## src/rtl/hc_pkg.sv

```systemverilog
package hc_pkg;
  localparam int DW = 8;
  localparam int CW = 4;
  localparam int WW = DW + CW;

  typedef enum logic [1:0] {ST_IDLE, ST_START, ST_WORD, ST_STOP} hc_state_e;

  // remainder of a 12-bit polynomial modulo x^4+x+1
  function automatic logic [CW-1:0] hc_mod(input logic [WW-1:0] v);
    logic [WW-1:0] r;
    r = v;
    for (int i = WW-1; i >= CW; i--)
      if (r[i]) r[i -: 5] = r[i -: 5] ^ 5'b10011;
    return r[CW-1:0];
  endfunction

  function automatic logic [CW-1:0] hc_check(input logic [DW-1:0] d);
    return hc_mod({d, {CW{1'b0}}});
  endfunction

  function automatic logic [CW-1:0] hc_pos_syn(input int i);
    return hc_mod(WW'(1) << i);
  endfunction
endpackage

```

## src/rtl/hc_bitclk.sv

```systemverilog
module hc_bitclk #(
  parameter int DIV = 62
) (
  input  logic       clk,
  input  logic       rst_n,
  input  logic       en,
  output logic [1:0] q,
  output logic       q_end
);
  localparam int CNTW = $clog2(DIV + 1);
  logic [CNTW-1:0] cnt;

  assign q_end = en && (cnt == CNTW'(DIV - 1));

  always_ff @(posedge clk or negedge rst_n) begin
    if (!rst_n) begin
      cnt <= '0;
      q   <= '0;
    end else if (!en) begin
      cnt <= '0;
      q   <= '0;
    end else if (q_end) begin
      cnt <= '0;
      q   <= q + 2'd1;
    end else begin
      cnt <= cnt + 1'b1;
    end
  end
endmodule

```

## src/rtl/hc_decoder.sv

```systemverilog
module hc_decoder
  import hc_pkg::*;
(
  input  logic [WW-1:0] word_i,
  output logic [WW-1:0] fixed_o,
  output logic [WW-1:0] match_o,
  output logic          corrected_o,
  output logic          unc_o
);
  logic [CW-1:0] syn;
  assign syn = hc_mod(word_i);

  for (genvar g = 0; g < WW; g++) begin : g_pos
    assign match_o[g] = (syn != '0) && (syn == hc_pos_syn(g));
  end

  assign fixed_o     = word_i ^ match_o;
  assign corrected_o = |match_o;
  assign unc_o       = (syn != '0) && !(|match_o);
endmodule

```

## src/rtl/hc_bus_mux.sv

```systemverilog
module hc_bus_mux #(
  parameter int NBUS = 4,
  localparam int SW = $clog2(NBUS)
) (
  input  logic [SW-1:0]   sel,
  input  logic            scl_drv,
  input  logic            sda_low,
  input  logic [NBUS-1:0] sda_i,
  output logic [NBUS-1:0] scl_o,
  output logic [NBUS-1:0] sda_oe,
  output logic            sda_sel
);
  for (genvar b = 0; b < NBUS; b++) begin : g_bus
    assign scl_o[b]  = (sel == SW'(b)) ? scl_drv : 1'b1;
    assign sda_oe[b] = (sel == SW'(b)) && sda_low;
  end
  assign sda_sel = sda_i[sel];
endmodule

```

## src/rtl/hc_i2c_master.sv

```systemverilog
module hc_i2c_master
  import hc_pkg::*;
#(
  parameter int NBUS = 4,
  parameter int DIV  = 62,
  localparam int SW  = $clog2(NBUS),
  localparam int AW  = DW - 1
) (
  input  logic            clk,
  input  logic            rst_n,
  input  logic            start,
  input  logic [SW-1:0]   bus_sel,
  input  logic [AW-1:0]   slave_addr,
  input  logic            rd_nwr,
  input  logic [DW-1:0]   wr_data,
  output logic            busy,
  output logic            done,
  output logic            nack,
  output logic [DW-1:0]   rd_data,
  output logic            rd_valid,
  output logic            err_corrected,
  output logic            err_uncorrectable,
  output logic [NBUS-1:0] scl_o,
  output logic [NBUS-1:0] sda_oe,
  input  logic [NBUS-1:0] sda_i
);
  localparam logic [3:0] ACK_IDX = 4'(WW);

  hc_state_e     state;
  logic [1:0]    q;
  logic          q_end, sample_now, word_step;
  logic [3:0]    bit_idx;
  logic          ph, is_read, rd_q, ack_smp;
  logic [DW-1:0] wd_q;
  logic [WW-1:0] tx, rx;
  logic [SW-1:0] sel_q;
  logic          scl_drv, sda_low, sda_sel;
  logic [WW-1:0] dec_fixed, dec_match;
  logic          dec_corr, dec_unc;

  hc_bitclk #(.DIV(DIV)) u_clk (
    .clk(clk), .rst_n(rst_n), .en(state != ST_IDLE), .q(q), .q_end(q_end));

  hc_decoder u_dec (
    .word_i(rx), .fixed_o(dec_fixed), .match_o(dec_match),
    .corrected_o(dec_corr), .unc_o(dec_unc));

  hc_bus_mux #(.NBUS(NBUS)) u_mux (
    .sel(sel_q), .scl_drv(scl_drv), .sda_low(sda_low), .sda_i(sda_i),
    .scl_o(scl_o), .sda_oe(sda_oe), .sda_sel(sda_sel));

  assign busy       = (state != ST_IDLE);
  assign sample_now = q_end && (q == 2'd1);
  assign word_step  = q_end && (q == 2'd3);

  always_comb begin
    scl_drv = 1'b1;
    sda_low = 1'b0;
    case (state)
      ST_START: sda_low = q[1];
      ST_WORD: begin
        scl_drv = (q == 2'd1) || (q == 2'd2);
        sda_low = (bit_idx == ACK_IDX) ? is_read : (!is_read && !tx[4'd11 - bit_idx]);
      end
      ST_STOP: begin
        scl_drv = (q != 2'd0);
        sda_low = (q != 2'd3);
      end
      default: ;
    endcase
  end

  always_ff @(posedge clk or negedge rst_n) begin
    if (!rst_n) begin
      state <= ST_IDLE; bit_idx <= '0; ph <= 1'b0; is_read <= 1'b0;
      rd_q <= 1'b0; wd_q <= '0; tx <= '0; rx <= '0; ack_smp <= 1'b0;
      sel_q <= '0; done <= 1'b0; nack <= 1'b0; rd_data <= '0;
      rd_valid <= 1'b0; err_corrected <= 1'b0; err_uncorrectable <= 1'b0;
    end else begin
      done <= 1'b0;
      case (state)
        ST_IDLE: if (start) begin
          sel_q <= bus_sel; rd_q <= rd_nwr; wd_q <= wr_data;
          tx <= {slave_addr, rd_nwr, hc_check({slave_addr, rd_nwr})};
          is_read <= 1'b0; ph <= 1'b0; bit_idx <= '0;
          nack <= 1'b0; rd_valid <= 1'b0;
          err_corrected <= 1'b0; err_uncorrectable <= 1'b0;
          state <= ST_START;
        end
        ST_START: if (word_step) begin
          bit_idx <= '0;
          state   <= ST_WORD;
        end
        ST_WORD: begin
          if (sample_now) begin
            if (bit_idx == ACK_IDX) ack_smp <= sda_sel;
            else rx[4'd11 - bit_idx] <= sda_sel;
          end
          if (word_step) begin
            if (bit_idx != ACK_IDX) begin
              bit_idx <= bit_idx + 4'd1;
            end else if (!is_read && ack_smp) begin
              nack  <= 1'b1;
              state <= ST_STOP;
            end else if (!ph) begin
              ph <= 1'b1; bit_idx <= '0; is_read <= rd_q;
              tx <= {wd_q, hc_check(wd_q)};
            end else begin
              if (is_read) begin
                rd_data           <= dec_fixed[WW-1:CW];
                err_corrected     <= dec_corr;
                err_uncorrectable <= dec_unc;
                rd_valid          <= !dec_unc;
              end
              state <= ST_STOP;
            end
          end
        end
        ST_STOP: if (word_step) begin
          state <= ST_IDLE;
          done  <= 1'b1;
        end
        default: state <= ST_IDLE;
      endcase
    end
  end

  // captured bus index holds for the whole transaction
  assert_sel_stable_R4: assert property (@(posedge clk) disable iff (!rst_n)
    (busy && $past(busy)) |-> $stable(sel_q));

  // buses other than the captured one stay idle
  assert_unsel_idle_R4: assert property (@(posedge clk) disable iff (!rst_n)
    ((scl_o | (NBUS'(1) << sel_q)) == {NBUS{1'b1}}) && ((sda_oe & ~(NBUS'(1) << sel_q)) == '0));

  // SDA moves under a high SCL only for start or stop
  assert_sda_change_R2: assert property (@(posedge clk) disable iff (!rst_n)
    (scl_drv && $past(scl_drv) && (sda_low != $past(sda_low)))
      |-> (state == ST_START || state == ST_STOP));

  // at most one bit position is chosen for repair
  assert_match_onehot_R5: assert property (@(posedge clk) disable iff (!rst_n)
    $onehot0(dec_match));

  // unless flagged uncorrectable, the repaired word is a codeword
  assert_fix_valid_R5: assert property (@(posedge clk) disable iff (!rst_n)
    !dec_unc |-> (hc_mod(dec_fixed) == '0));
endmodule

```

## config.mk

```make
export PLATFORM = sky130hd
export DESIGN_NAME = hc_i2c_master
export DESIGN_NICKNAME = d
export VERILOG_FILES = /design/src/rtl/hc_pkg.sv /design/src/rtl/hc_bitclk.sv /design/src/rtl/hc_decoder.sv /design/src/rtl/hc_bus_mux.sv /design/src/rtl/hc_i2c_master.sv
export SDC_FILE = /design/constraint.sdc
export NUM_CORES = 1
export LEC_CHECK = 0
export BUFFER_PORTS_ARGS = -buffer_cell sky130_fd_sc_hd__buf_2
export CELL_PAD_IN_SITES_DETAIL_PLACEMENT = 0
export CELL_PAD_IN_SITES_GLOBAL_PLACEMENT = 1
export CORE_MARGIN = 2
export CORE_UTILIZATION = 28
export CTS_CLUSTER_SIZE = 40
export DETAILED_ROUTE_END_ITERATION = 10
export GPL_ROUTABILITY_DRIVEN = 0
export PLACE_DENSITY = 0.64
export RECOVER_POWER = 100
export SLEW_MARGIN = 10
export SYNTH_ARGS = -nofsm -noshare
export SYNTH_HDL_FRONTEND = slang
export SYNTH_SLANG_ARGS = --single-unit
```

## constraint.sdc

```tcl
create_clock -name clk -period 2.1 [get_ports clk]
set_input_delay 0.21 -clock clk [delete_from_list [all_inputs] [get_ports clk]]
set_output_delay 0.21 -clock clk [all_outputs]
set_load 0.02 [all_outputs]
```

==> results.toml <==
[drt]
routed_wl_um = 8630
vias_per_cell = 4.50
routedWlPerCell_um = 13.1
first_iter_violations = 74
drc = 0
dr.pass1.iters = 4
vias = 2968
ant_nets = 0

[yosys]
synth_seq_cells = 65
syn-cell-area_um2 = 3890
async_flop_share_pct = 100
yosysWarnings = 0
yosysMostFrequentCell = "dfrtp_1"
synth_cell_types = 43
synth_edf_count = 0
syn_inst = 392
yosysTopAreaCell = "dfrtp_1"
syn_area_per_cell_um2 = 9.92
synth_top_area_share_pct = 41.8
synth.area.top_cells = "dfrtp_1 42%, xnor2_1 9.5%, mux2_2 7.8%"
ys.flop_type = "dfrtp_1"
synthTopCellsByCount = "65 x dfrtp_1, 53 x nand2_1, 42 x xnor2_1"
yosysSeqAreaShare_pct = 41.8
syn_nets = 434

[status]
violations = "setup timing"
status = "finished, violations left"

[clock_network]
path_clk_slew_ps = 50
cts_root_buf = "clkbuf_16"
clockBufferDepth = 2
h-tree-depth = 3
clk-insertion-delay-late_ps = 330
numCtsBuffers = 9
cts_sinks = 65
cts_tree = "done"

[sta]
slew-limit-headroom_pct = 39.6
post-route-period-util_pct = 117
finalWorstPathRequiredPeriod_ps = 2450
drv_slew = 0
rsz0062_at_grt = "yes"
worst_slew_pin_slew_ps = 906
fin_worst_skew_ps = 4.58
hold_viol_final = 0
whs_ps = 112
fmax_mhz = 408
setup_ws_ps = -350
setup_violations = 20
fin_tns_setup_ps = -1840

[min_path]
hold_path_class = "in2reg"

[floorplanning]
num_rows = 43
fp.dieH_um = 122
fp.dieW_um = 122
core_um2 = 13700
start_util_pct = 28.3
num_io_pins = 47
die-area_um2 = 14800

[cells_and_area]
register_area_um2 = 1630
multiInputGateArea_um2 = 2280
drive_gt1_share_pct = 29.0
fillCellCount = 1390
nNetsFinal = 516
stdcell_count = 659
syn_to_final_growth_pct = 29.4
diodes = 0

[grt]
grt_pass1_wl_um = 14300
grt_usage_pct = 12.5
grt_pass1_vias = 2980
antenna_found_initial = 0
grt_max_degree = 66
grt_overflow = 0

[critical_path]
criticalPathCategory = "reg2out"
cp-end-kind = "primary output"
path_max_fanout = 4
arrival_ps = 2240
startpoint_type = "flop"
required_ps = 1890

[place]
portBuffers = 46
place_hpwl_um = 6550
place_ws_ps = -225
dp_cells = 638

[power]
p_leak_uw = 0.00217
pwr_density_cell_nw_per_um2 = 1230
finalPower_uw = 6180
peakVddDrop_mv = 0.728

[flow_run]
max_cap_violations = 0
==> flip-flops by register name, summed over array words and instances, names as in the netlist, 4 cells and up <==
name and cells:
bit_idx 4, rx 12, wd_q 8, tx 12, u_clk.cnt 6, rd_data 8
==> cells in the final DEF (no fill, tap or decap), types with 12 or more instances in the layout <==
master    synthesis  routed
mux2i_1          12      12
xnor2_1          42      39
ha_1             17      14
buf_2             2      27
clkbuf_1         10      19
dfrtp_1          65      63
mux2_2           27      27
o21ai_0          37      35
nand2_1          53      52
inv_1            14      13
nor2_1           33      31
buf_4             0      32
==> cells by family (layout without fill, tap and decap cells) <==
| group | Yosys count | count (layout) | synth area share [%] |
|---|---|---|---|
| AO/OA/AOI/OAI | 60 | 60 | 9.04 |
| XOR/XNOR | 54 | 54 | 13.2 |
| adder cells (fa/ha/maj) | 17 | 17 | 5.47 |
| buffers and inverters | 29 | 116 | 2.86 |
| flip-flops | 65 | 65 | 41.8 |
| multiplexers | 43 | 43 | 13.2 |
| AND/OR/NAND/NOR | 124 | 124 | 14.3 |
==> cell type report <==
class | count | share of cell area [%]
tap | 180 | 4.48
sequential | 65 | 32.4
multi-input combinational | 298 | 45.3
clock buffer | 13 | 4.97
clock inverter | 3 | 0.796
inverter | 15 | 1.12
timing repair buffer | 85 | 10.9
==> stage by stage <==
step                area (um^2)  utilization [%]
CTS                        4990             36.3
finish                     5030             36.7
global placement           4600             33.5
floorplan                  3940                -
global route               5030             36.7
detailed placement         4600             33.5
==> path summary, 6_finish.rpt <==
check | start | endpoint | slack [ps] | cells past startpoint
hold / removal | wr_data[7] | wd_q[7] | 110 | 2
setup / recovery | bit_idx[0] | sda_oe[1] | -350 | 7
hold reg to reg | rd_data[3] | rd_data[3] | 480 | 2
setup reg to reg | u_clk.cnt[1] | err_uncorrectable | -130 | 8
max in group asynchronous | rst_n | bit_idx[0] | 810 | 3
min in group asynchronous | rst_n | err_corrected | 630 | 3
==> power by group <==
part	switching [uW]	leakage (uW)	internal, uW
logic	1400	0.00120	1430
registers	314	0.000824	1570
clock network	523	0.000144	948
total	2240	0.00217	3950
==> metal layers <==
metal	vias up	wire, um	GRT usage [%]
met5	-	0	0
met4	0	157	3.59
met3	12	379	4.35
met2	60	4550	22.4
met1	1395	3540	13.9
li1	1501	-	-
==> what timing repair did <==
action	in CTS	in global routing
endpoints found under the hold margin	65	0
gates resized for setup	21	21
pin swaps	3	7
hold buffers	1	0
setup endpoints to repair	22	46
buffers inserted	1	2
gates cloned	0	1
==> worst max-delay path, stage by stage (launching register included) <==
cell and delay (ps):
dfrtp_2 410, mux4_2 510, mux2i_1 160, o21ai_1 90, o31ai_2 200, nand2_2 180
nor3b_4 220, buf_6 140
Power figures use the tool's default switching activity.
